[src/rtl/pdig_pkg.sv]
package pdig_pkg;

  typedef enum logic [1:0] {
    CV_IDLE   = 2'd0,
    CV_FIRST  = 2'd1,
    CV_SECOND = 2'd2
  } conv_state_t;

  // Signed tally step from the two pump comparators.
  function automatic logic signed [1:0] pump_step(input logic up, input logic dn);
    if (up && !dn)      return 2'sb01;
    else if (dn && !up) return 2'sb11;
    else                return 2'sb00;
  endfunction

endpackage

[src/rtl/pdig_window.sv]
module pdig_window
  import pdig_pkg::*;
#(
  parameter int W      = 100,
  parameter int NSLOT  = 2,
  parameter int SLOT_W = 1,
  parameter int CNT_W  = 8
) (
  input  logic                    clk,
  input  logic                    rst,
  input  logic                    trig_i,
  input  logic                    up_i,
  input  logic                    dn_i,
  input  logic                    rel_i,
  input  logic [SLOT_W-1:0]       rel_slot_i,
  input  logic [SLOT_W-1:0]       rd_slot_i,
  output logic [NSLOT-1:0]        closed_o,
  output logic signed [CNT_W-1:0] rd_count_o,
  output logic                    mc_first_o,
  output logic [SLOT_W-1:0]       mc_first_slot_o,
  output logic                    mc_second_o,
  output logic [SLOT_W-1:0]       mc_second_slot_o,
  output logic                    ovf_o
);

  localparam int WC_W = $clog2(W + 1);

  logic                    active;
  logic [WC_W-1:0]         wcnt;
  logic signed [CNT_W-1:0] acc;
  logic [SLOT_W-1:0]       wp, wp_nxt, cur;
  logic [NSLOT-1:0]        busy, closed;
  logic signed [CNT_W-1:0] cnt_mem [NSLOT];
  logic signed [1:0]       step;
  logic signed [CNT_W-1:0] step_ext;
  logic                    closing, open_ok, accept;

  assign step     = pump_step(up_i, dn_i);
  assign step_ext = CNT_W'(step);
  assign closing  = active && (wcnt == WC_W'(W));
  assign open_ok  = !active || closing;
  assign accept   = trig_i && open_ok && !busy[wp];
  assign wp_nxt   = (wp == SLOT_W'(NSLOT - 1)) ? '0 : wp + 1'b1;

  always_ff @(posedge clk) begin
    if (rst) begin
      active           <= 1'b0;
      wcnt             <= '0;
      acc              <= '0;
      wp               <= '0;
      cur              <= '0;
      busy             <= '0;
      closed           <= '0;
      mc_first_o       <= 1'b0;
      mc_first_slot_o  <= '0;
      mc_second_o      <= 1'b0;
      mc_second_slot_o <= '0;
      ovf_o            <= 1'b0;
    end else begin
      mc_first_o  <= accept;
      mc_second_o <= closing;
      ovf_o       <= trig_i && open_ok && busy[wp];
      if (accept)  mc_first_slot_o  <= wp;
      if (closing) mc_second_slot_o <= cur;

      if (closing) begin
        active      <= 1'b0;
        closed[cur] <= 1'b1;
      end else if (active) begin
        acc  <= acc + step_ext;
        wcnt <= wcnt + 1'b1;
      end

      if (accept) begin
        active   <= 1'b1;
        wcnt     <= WC_W'(1);
        acc      <= step_ext;
        cur      <= wp;
        wp       <= wp_nxt;
        busy[wp] <= 1'b1;
      end

      if (rel_i) begin
        busy[rel_slot_i]   <= 1'b0;
        closed[rel_slot_i] <= 1'b0;
      end
    end
  end

  // Tally store per slot, written without reset so it maps onto RAM.
  always_ff @(posedge clk) begin
    if (closing) cnt_mem[cur] <= acc;
  end

  assign rd_count_o = cnt_mem[rd_slot_i];
  assign closed_o   = closed;

  // a start strobe is never longer than one cycle
  a_r2_first_single: assert property (@(posedge clk) disable iff (rst)
    mc_first_o |=> !mc_first_o);

  // a dropped trigger never also opens a window
  a_r7_ovf_excl: assert property (@(posedge clk) disable iff (rst)
    ovf_o |-> !mc_first_o);

  // the tally never exceeds the window length in magnitude
  a_r4_acc_bound: assert property (@(posedge clk) disable iff (rst)
    (int'(acc) <= W) && (int'(acc) >= -W));

  // a released slot must have been occupied
  a_r10_rel_busy: assert property (@(posedge clk) disable iff (rst)
    rel_i |-> busy[rel_slot_i]);

endmodule

[src/rtl/pdig_convert.sv]
module pdig_convert
  import pdig_pkg::*;
#(
  parameter int NSLOT  = 2,
  parameter int SLOT_W = 1,
  parameter int CNT_W  = 8,
  parameter int ADC_W  = 8,
  parameter int OUT_W  = 14
) (
  input  logic                    clk,
  input  logic                    rst,
  input  logic [NSLOT-1:0]        closed_i,
  output logic [SLOT_W-1:0]       rd_slot_o,
  input  logic signed [CNT_W-1:0] rd_count_i,
  output logic                    adc_start_o,
  output logic [SLOT_W-1:0]       adc_slot_o,
  output logic                    adc_cell_o,
  input  logic                    adc_done_i,
  input  logic [ADC_W-1:0]        adc_data_i,
  output logic [OUT_W-1:0]        code_o,
  output logic                    code_valid_o,
  output logic                    rel_o,
  output logic [SLOT_W-1:0]       rel_slot_o
);

  localparam int SUM_W = CNT_W + ADC_W + 2;
  localparam logic signed [SUM_W-1:0] MAXV = SUM_W'(2 ** (OUT_W - 1) - 1);
  localparam logic signed [SUM_W-1:0] MINV = -SUM_W'(2 ** (OUT_W - 1));

  conv_state_t             st;
  logic [SLOT_W-1:0]       rp;
  logic [ADC_W-1:0]        s0;
  logic signed [ADC_W+1:0] diff;
  logic signed [SUM_W-1:0] sum;
  logic [OUT_W-1:0]        sat;
  logic                    finish;

  assign diff   = $signed({2'b00, adc_data_i}) - $signed({2'b00, s0});
  assign sum    = (SUM_W'(rd_count_i) <<< ADC_W) + SUM_W'(diff);
  assign sat    = (sum > MAXV) ? MAXV[OUT_W-1:0] :
                  (sum < MINV) ? MINV[OUT_W-1:0] : sum[OUT_W-1:0];
  assign finish = (st == CV_SECOND) && adc_done_i;

  assign rd_slot_o  = rp;
  assign rel_o      = finish;
  assign rel_slot_o = rp;

  always_ff @(posedge clk) begin
    if (rst) begin
      st           <= CV_IDLE;
      rp           <= '0;
      s0           <= '0;
      adc_start_o  <= 1'b0;
      adc_slot_o   <= '0;
      adc_cell_o   <= 1'b0;
      code_o       <= '0;
      code_valid_o <= 1'b0;
    end else begin
      adc_start_o  <= 1'b0;
      code_valid_o <= 1'b0;
      case (st)
        CV_IDLE: if (closed_i[rp]) begin
          adc_start_o <= 1'b1;
          adc_slot_o  <= rp;
          adc_cell_o  <= 1'b0;
          st          <= CV_FIRST;
        end
        CV_FIRST: if (adc_done_i) begin
          s0          <= adc_data_i;
          adc_start_o <= 1'b1;
          adc_cell_o  <= 1'b1;
          st          <= CV_SECOND;
        end
        CV_SECOND: if (adc_done_i) begin
          code_o       <= sat;
          code_valid_o <= 1'b1;
          rp           <= (rp == SLOT_W'(NSLOT - 1)) ? '0 : rp + 1'b1;
          st           <= CV_IDLE;
        end
        default: st <= CV_IDLE;
      endcase
    end
  end

  // each conversion start is a single-cycle pulse
  a_r8_start_single: assert property (@(posedge clk) disable iff (rst)
    adc_start_o |=> !adc_start_o);

  // the end-sample conversion follows a completed start-sample conversion
  a_r8_second_after_done: assert property (@(posedge clk) disable iff (rst)
    (adc_start_o && adc_cell_o) |-> $past(adc_done_i));

  // a result strobe lasts one cycle
  a_r9_valid_single: assert property (@(posedge clk) disable iff (rst)
    code_valid_o |=> !code_valid_o);

  // a result follows the end-sample done
  a_r9_valid_after_done: assert property (@(posedge clk) disable iff (rst)
    code_valid_o |-> $past(adc_done_i));

endmodule

[src/rtl/pulse_digitizer.sv]
module pulse_digitizer #(
  parameter int CLK_HZ = 100_000_000,
  parameter int WIN_NS = 1000,
  parameter int NSLOT  = 2,
  parameter int CNT_W  = 8,
  parameter int ADC_W  = 8,
  parameter int OUT_W  = 14,
  localparam int SLOT_W = (NSLOT > 1) ? $clog2(NSLOT) : 1
) (
  input  logic              clk,
  input  logic              rst,
  input  logic              trig_i,
  input  logic              pump_up_i,
  input  logic              pump_dn_i,
  output logic              mc_first_o,
  output logic [SLOT_W-1:0] mc_first_slot_o,
  output logic              mc_second_o,
  output logic [SLOT_W-1:0] mc_second_slot_o,
  output logic              adc_start_o,
  output logic [SLOT_W-1:0] adc_slot_o,
  output logic              adc_cell_o,
  input  logic              adc_done_i,
  input  logic [ADC_W-1:0]  adc_data_i,
  output logic [OUT_W-1:0]  code_o,
  output logic              code_valid_o,
  output logic              ovf_o
);

  localparam longint WIN_L = (longint'(CLK_HZ) * longint'(WIN_NS)) / 64'd1_000_000_000;
  localparam int W = int'(WIN_L);

  logic [NSLOT-1:0]        closed;
  logic [SLOT_W-1:0]       rd_slot, rel_slot;
  logic signed [CNT_W-1:0] rd_count;
  logic                    rel;

  pdig_window #(.W(W), .NSLOT(NSLOT), .SLOT_W(SLOT_W), .CNT_W(CNT_W)) u_win (
    .clk              (clk),
    .rst              (rst),
    .trig_i           (trig_i),
    .up_i             (pump_up_i),
    .dn_i             (pump_dn_i),
    .rel_i            (rel),
    .rel_slot_i       (rel_slot),
    .rd_slot_i        (rd_slot),
    .closed_o         (closed),
    .rd_count_o       (rd_count),
    .mc_first_o       (mc_first_o),
    .mc_first_slot_o  (mc_first_slot_o),
    .mc_second_o      (mc_second_o),
    .mc_second_slot_o (mc_second_slot_o),
    .ovf_o            (ovf_o)
  );

  pdig_convert #(.NSLOT(NSLOT), .SLOT_W(SLOT_W), .CNT_W(CNT_W),
                 .ADC_W(ADC_W), .OUT_W(OUT_W)) u_conv (
    .clk          (clk),
    .rst          (rst),
    .closed_i     (closed),
    .rd_slot_o    (rd_slot),
    .rd_count_i   (rd_count),
    .adc_start_o  (adc_start_o),
    .adc_slot_o   (adc_slot_o),
    .adc_cell_o   (adc_cell_o),
    .adc_done_i   (adc_done_i),
    .adc_data_i   (adc_data_i),
    .code_o       (code_o),
    .code_valid_o (code_valid_o),
    .rel_o        (rel),
    .rel_slot_o   (rel_slot)
  );

  // start and end strobes in one cycle always belong to different slots
  a_r5_distinct_slots: assert property (@(posedge clk) disable iff (rst)
    (mc_first_o && mc_second_o) |-> (mc_first_slot_o != mc_second_slot_o));

  // the converter never starts while a result is being presented
  a_r8_no_start_on_valid: assert property (@(posedge clk) disable iff (rst)
    code_valid_o |-> !adc_start_o);

endmodule

[config.mk]
export PLATFORM = sky130hd
export DESIGN_NAME = pulse_digitizer
export DESIGN_NICKNAME = d
export VERILOG_FILES = /design/src/rtl/pdig_pkg.sv /design/src/rtl/pdig_window.sv /design/src/rtl/pdig_convert.sv /design/src/rtl/pulse_digitizer.sv
export SDC_FILE = /design/constraint.sdc
export NUM_CORES = 1
export LEC_CHECK = 0
export BUFFER_PORTS_ARGS = -buffer_cell sky130_fd_sc_hd__buf_2
export CORE_UTILIZATION = 47
export DETAILED_ROUTE_END_ITERATION = 16
export GPL_TIMING_DRIVEN = 1
export PLACE_DENSITY = 0.68
export SYNTH_ARGS = -nofsm -noshare
export SYNTH_HDL_FRONTEND = slang
export SYNTH_SLANG_ARGS = --single-unit
[constraint.sdc]
create_clock -name clk -period 3.6 [get_ports clk]
set_input_delay 0.18 -clock clk [delete_from_list [all_inputs] [get_ports clk]]
set_output_delay 0.18 -clock clk [all_outputs]
set_load 0.03 [all_outputs]
==> impl_metrics.ini <==
[logic_synthesis]
synthTopCellsByArea = dfxtp_1, edfxtp_1, ha_1
async_flop_share = 0
syn_area_um2 = 3650
synth_simple_gate_area_frac = 0.152
synth_top_area_cell = dfxtp_1
synth_compound_area_frac = 0.170
synth_top_family_by_area = compound AO/OA/AOI/OAI gates
postSynthAreaPerCell_um2 = 9.33
synthFlopType = dfxtp_1
syn_nets = 434
ys_seq_area_frac = 0.439
yosysWarnings = 0
synth-edff-count = 16
synthAdderAreaFrac = 0.106
synthMuxAreaShare = 0.0384
synth_seq_cells = 72
syn_inst = 391
synth_cell_type_count = 48
synth_top_area_frac = 0.307
synthXorXnorAreaFrac = 0.0600

[min_path]
holdCritPathClass = primary input to flip-flop
hold_start = adc_data_i[0]
min_delay_worst_endpoint = u_conv.s0[0]$_SDFFE_PP0P_
whs_path_depth = 3

[cts]
cts_made_buffers = 9
htreeDepth = 3
holdBufCountCts = 0
cts_sinks = 72
clk_pin_slew_ns = 0.08
clk_latency_ns = 0.34
clock_path_buffers = 2
cts_root_buffer = clkbuf_8
cts_tree = built

[route]
wl_per_cell_um = 13.1
ant_nets = 0
via_count = 2846
finalWirelength_um = 7130
viasPerCell = 5.24
drcViolationCount = 0
dr.pass1.iters = 4
dr.first_iter.drc_count = 63

[timing]
finClkSkew_ns = 0.0135
setup_violations = 1
setup_tns_ns = -0.000665
fin_ws_ns = -0.000665
rsz0062_at_grt = true
slew-limit-headroom = 0.410
slew_viol_final = 0
clock.fmax_mhz = 278
post-route-min-period_ns = 3.60
final_hold_viol_count = 0
worst_hold_slack_ns = 0.0813
fin_crit_sh = 1.00
tightest_slew_ns = 0.885

[final_layout]
stdcell_area_um2 = 4390
drive_above_1_share = 0.239
nNetsFinal = 482
fin_util = 0.596
syn_to_final_growth_pct = 20.3
antennaDiodeCount = 0
fillerInstances = 639

[power]
comb_power_share = 0.157
power_frac_clock = 0.331
p_sw_frac = 0.272
vdd_drop_max_v = 0.000211
p_per_area_nw_per_um2 = 387
sequentialPowerShare = 0.512
power.switching_w = 0.000462
power.internal_w = 0.00124
p_leak_nw = 1.68

[floorplanning]
ios = 37
start_util = 0.495
core_um2 = 7370
core.rowCount = 31
die_w_um = 90.1
dieArea_um2 = 8120
dieHeight_um = 90.1

[global_routing]
groute.usage.overall = 0.178
grt_overflow = 0
grt_first_pass_wirelength_um = 11800
antenna_found_initial = 0
grt_max_degree = 49
grt_pass1_vias = 2666

[critical_path]
slowest_stage = dfxtp_2
path_cells = ha_4 > inv_2 > fa_2 > a21o_1 > a21o_1 > nand2_2 > a21oi_2 > o21a_1 > nor2_4 > buf_12 > ha_4 > fa_2 > a211oi_2 > o21bai_1 > a21oi_2 > xnor2_2 > nor3b_4 > buf_6 > o21ai_0 > a211oi_1
r2r_cells = 20
reg2reg_slack_ns = -0.0007
reg2reg_to = u_conv.code_o[7]$_SDFFE_PP0P_
cp_max_fo = 7
cpPeakStageDelay_ns = 0.34
start_kind = flip-flop
worstReg2RegStart = u_conv.s0[0]$_SDFFE_PP0P_
critPathRequiredTime_ns = 3.85
crit_arrival_ns = 3.85
path_class = flip-flop to flip-flop
cp_num_buf_inv = 3
path_delay_family = compound AO/OA/AOI/OAI gates
critPathCaptureType = flip-flop

[placed_design]
pre_cts_ws_ns = -0.0662
io_buffers = 36
dp_hpwl_um = 4950
gp_congestion = 0.865
placed_area_um2 = 3970

[run_status]
failed_checks = setup timing
outcome = complete, but fails checks

[run]
drv_cap = 0
-- per-layer routing --
metal	global-route usage	vias up	part of all wire
met2	0.307	42	0.48
met3	0.0347	4	0.028
met4	0.0605	0	0.0059
met5	0	-	0
li1	-	1471	-
met1	0.223	1329	0.48
-- worst register-to-register path, delay by kind of cell, from the launching register on --
family	cells	cell delay, ns
adder cells (fa/ha/maj)	4	0.85
flip-flops	1	0.34
buffers and inverters	3	0.36
AND/OR/NAND/NOR	3	0.39
AO/OA/AOI/OAI	9	1.44
XOR/XNOR	1	0.13
-- worst max path at each step --
| stage | start | end | slack, ns | cells after the start |
|---|---|---|---|---|
| floorplan | u_conv.s0[0]$_SDFFE_PP0P_ | u_conv.code_o[10]$_SDFFE_PP0P_ | 0.06 | 18 |
| global placement | adc_data_i[0] | u_conv.code_o[3]$_SDFFE_PP0P_ | 0.04 | 21 |
| detailed placement | adc_data_i[0] | u_conv.code_o[11]$_SDFFE_PP0P_ | -0.07 | 21 |
| CTS | u_conv.s0[0]$_SDFFE_PP0P_ | u_conv.code_o[11]$_SDFFE_PP0P_ | 0.01 | 18 |
| global route | u_conv.s0[0]$_SDFFE_PP0P_ | u_conv.code_o[6]$_SDFFE_PP0P_ | -0.16 | 20 |
| finish | u_conv.s0[0]$_SDFFE_PP0P_ | u_conv.code_o[7]$_SDFFE_PP0P_ | -0.0007 | 20 |
-- registers in the layout, summed over array words and instances, names as in the netlist, 2 cells and up, named ones only --
register and cells:
u_win.closed_o 2, u_win.cnt_mem 16, u_win.wcnt 7, u_win.busy 2, u_win.acc 8, u_conv.code_o 14, u_conv.s0 8, u_conv.st 2
-- what timing repair did --
action / in CTS / in global routing
gates resized for setup: 2 / 35
endpoints found under the setup margin: 9 / 13
pin swaps: 1 / 14
setup buffers: 1 / 6
-- final cells by class --
cell class / instances / area (um2) / share of cell area
multi-input cells: 286 / 2100 / 0.478
flip-flops and latches: 72 / 1600 / 0.365
repair buffers: 51 / 320 / 0.0729
clock buffers: 11 / 141 / 0.0322
well taps: 99 / 124 / 0.0282
inverters: 19 / 71.3 / 0.0162
clock inverters: 5 / 32.5 / 0.00741
-- power by group through the flow --
stage / Sequential, W / Combinational [W] / Clock (W)
floorplan: 0.000884 / 0.000177 / 0
global placement: 0.000886 / 0.000222 / 0
detailed placement: 0.000887 / 0.000228 / 0
CTS: 0.000869 / 0.000233 / 0.000579
global route: 0.000873 / 0.000297 / 0.000616
finish: 0.000870 / 0.000267 / 0.000563
-- logic make-up (layout without fill, tap and decap cells) --
| group | count (synthesis) | after routing |
|---|---|---|
| mux | 13 | 13 |
| simple gates | 121 | 121 |
| flops | 72 | 72 |
| xor+xnor | 25 | 25 |
| compound gates | 98 | 98 |
| buf+inv | 33 | 86 |
| fa+ha+maj | 29 | 29 |
-- Yosys cell counts (3+ instances only) --
| cell type | number |
|---|---|
| nor2b_1 | 3 |
| a311oi_1 | 3 |
| buf_2 | 3 |
| nor2_1 | 50 |
| a21o_1 | 7 |
| nor3_1 | 8 |
| a21oi_1 | 31 |
| nand3_1 | 3 |
| or3_1 | 3 |
| xnor2_1 | 14 |
| nand2b_1 | 3 |
| clkbuf_1 | 7 |
| o21ai_0 | 23 |
| ha_1 | 26 |
| o21a_1 | 4 |
| buf_1 | 4 |
| edfxtp_1 | 16 |
| xor2_1 | 11 |
| inv_1 | 19 |
| dfxtp_1 | 56 |
| mux2_2 | 8 |
| nand2_1 | 36 |
| fa_1 | 3 |
| a211oi_1 | 16 |
| mux2i_1 | 5 |
-- metrics by stage --
step	power [W]	instances
2_1_floorplan	0.00106	391
3_3_place_gp	0.00111	520
5_1_grt	0.00179	543
4_1_cts	0.00168	537
6_report	0.00170	543
3_5_place_dp	0.00112	520
-- layout by cell type, fill, tap and decap left out, types with 3 or more instances in the layout --
cell	n
or3_1	3
a211oi_1	14
a211oi_2	3
buf_4	10
nor2b_1	3
edfxtp_1	16
mux2i_1	5
a21oi_2	4
nand2_1	35
xnor2_1	13
ha_4	7
a21oi_1	29
dfxtp_1	55
buf_2	36
nand2b_1	3
o21a_1	4
ha_1	19
nor3_1	8
buf_6	4
inv_1	18
xor2_1	10
o21ai_0	18
clkinv_2	3
nor2_1	49
o21ai_1	4
clkbuf_8	10
mux2_2	8
a21o_1	7
Power figures use the tool's default switching activity.
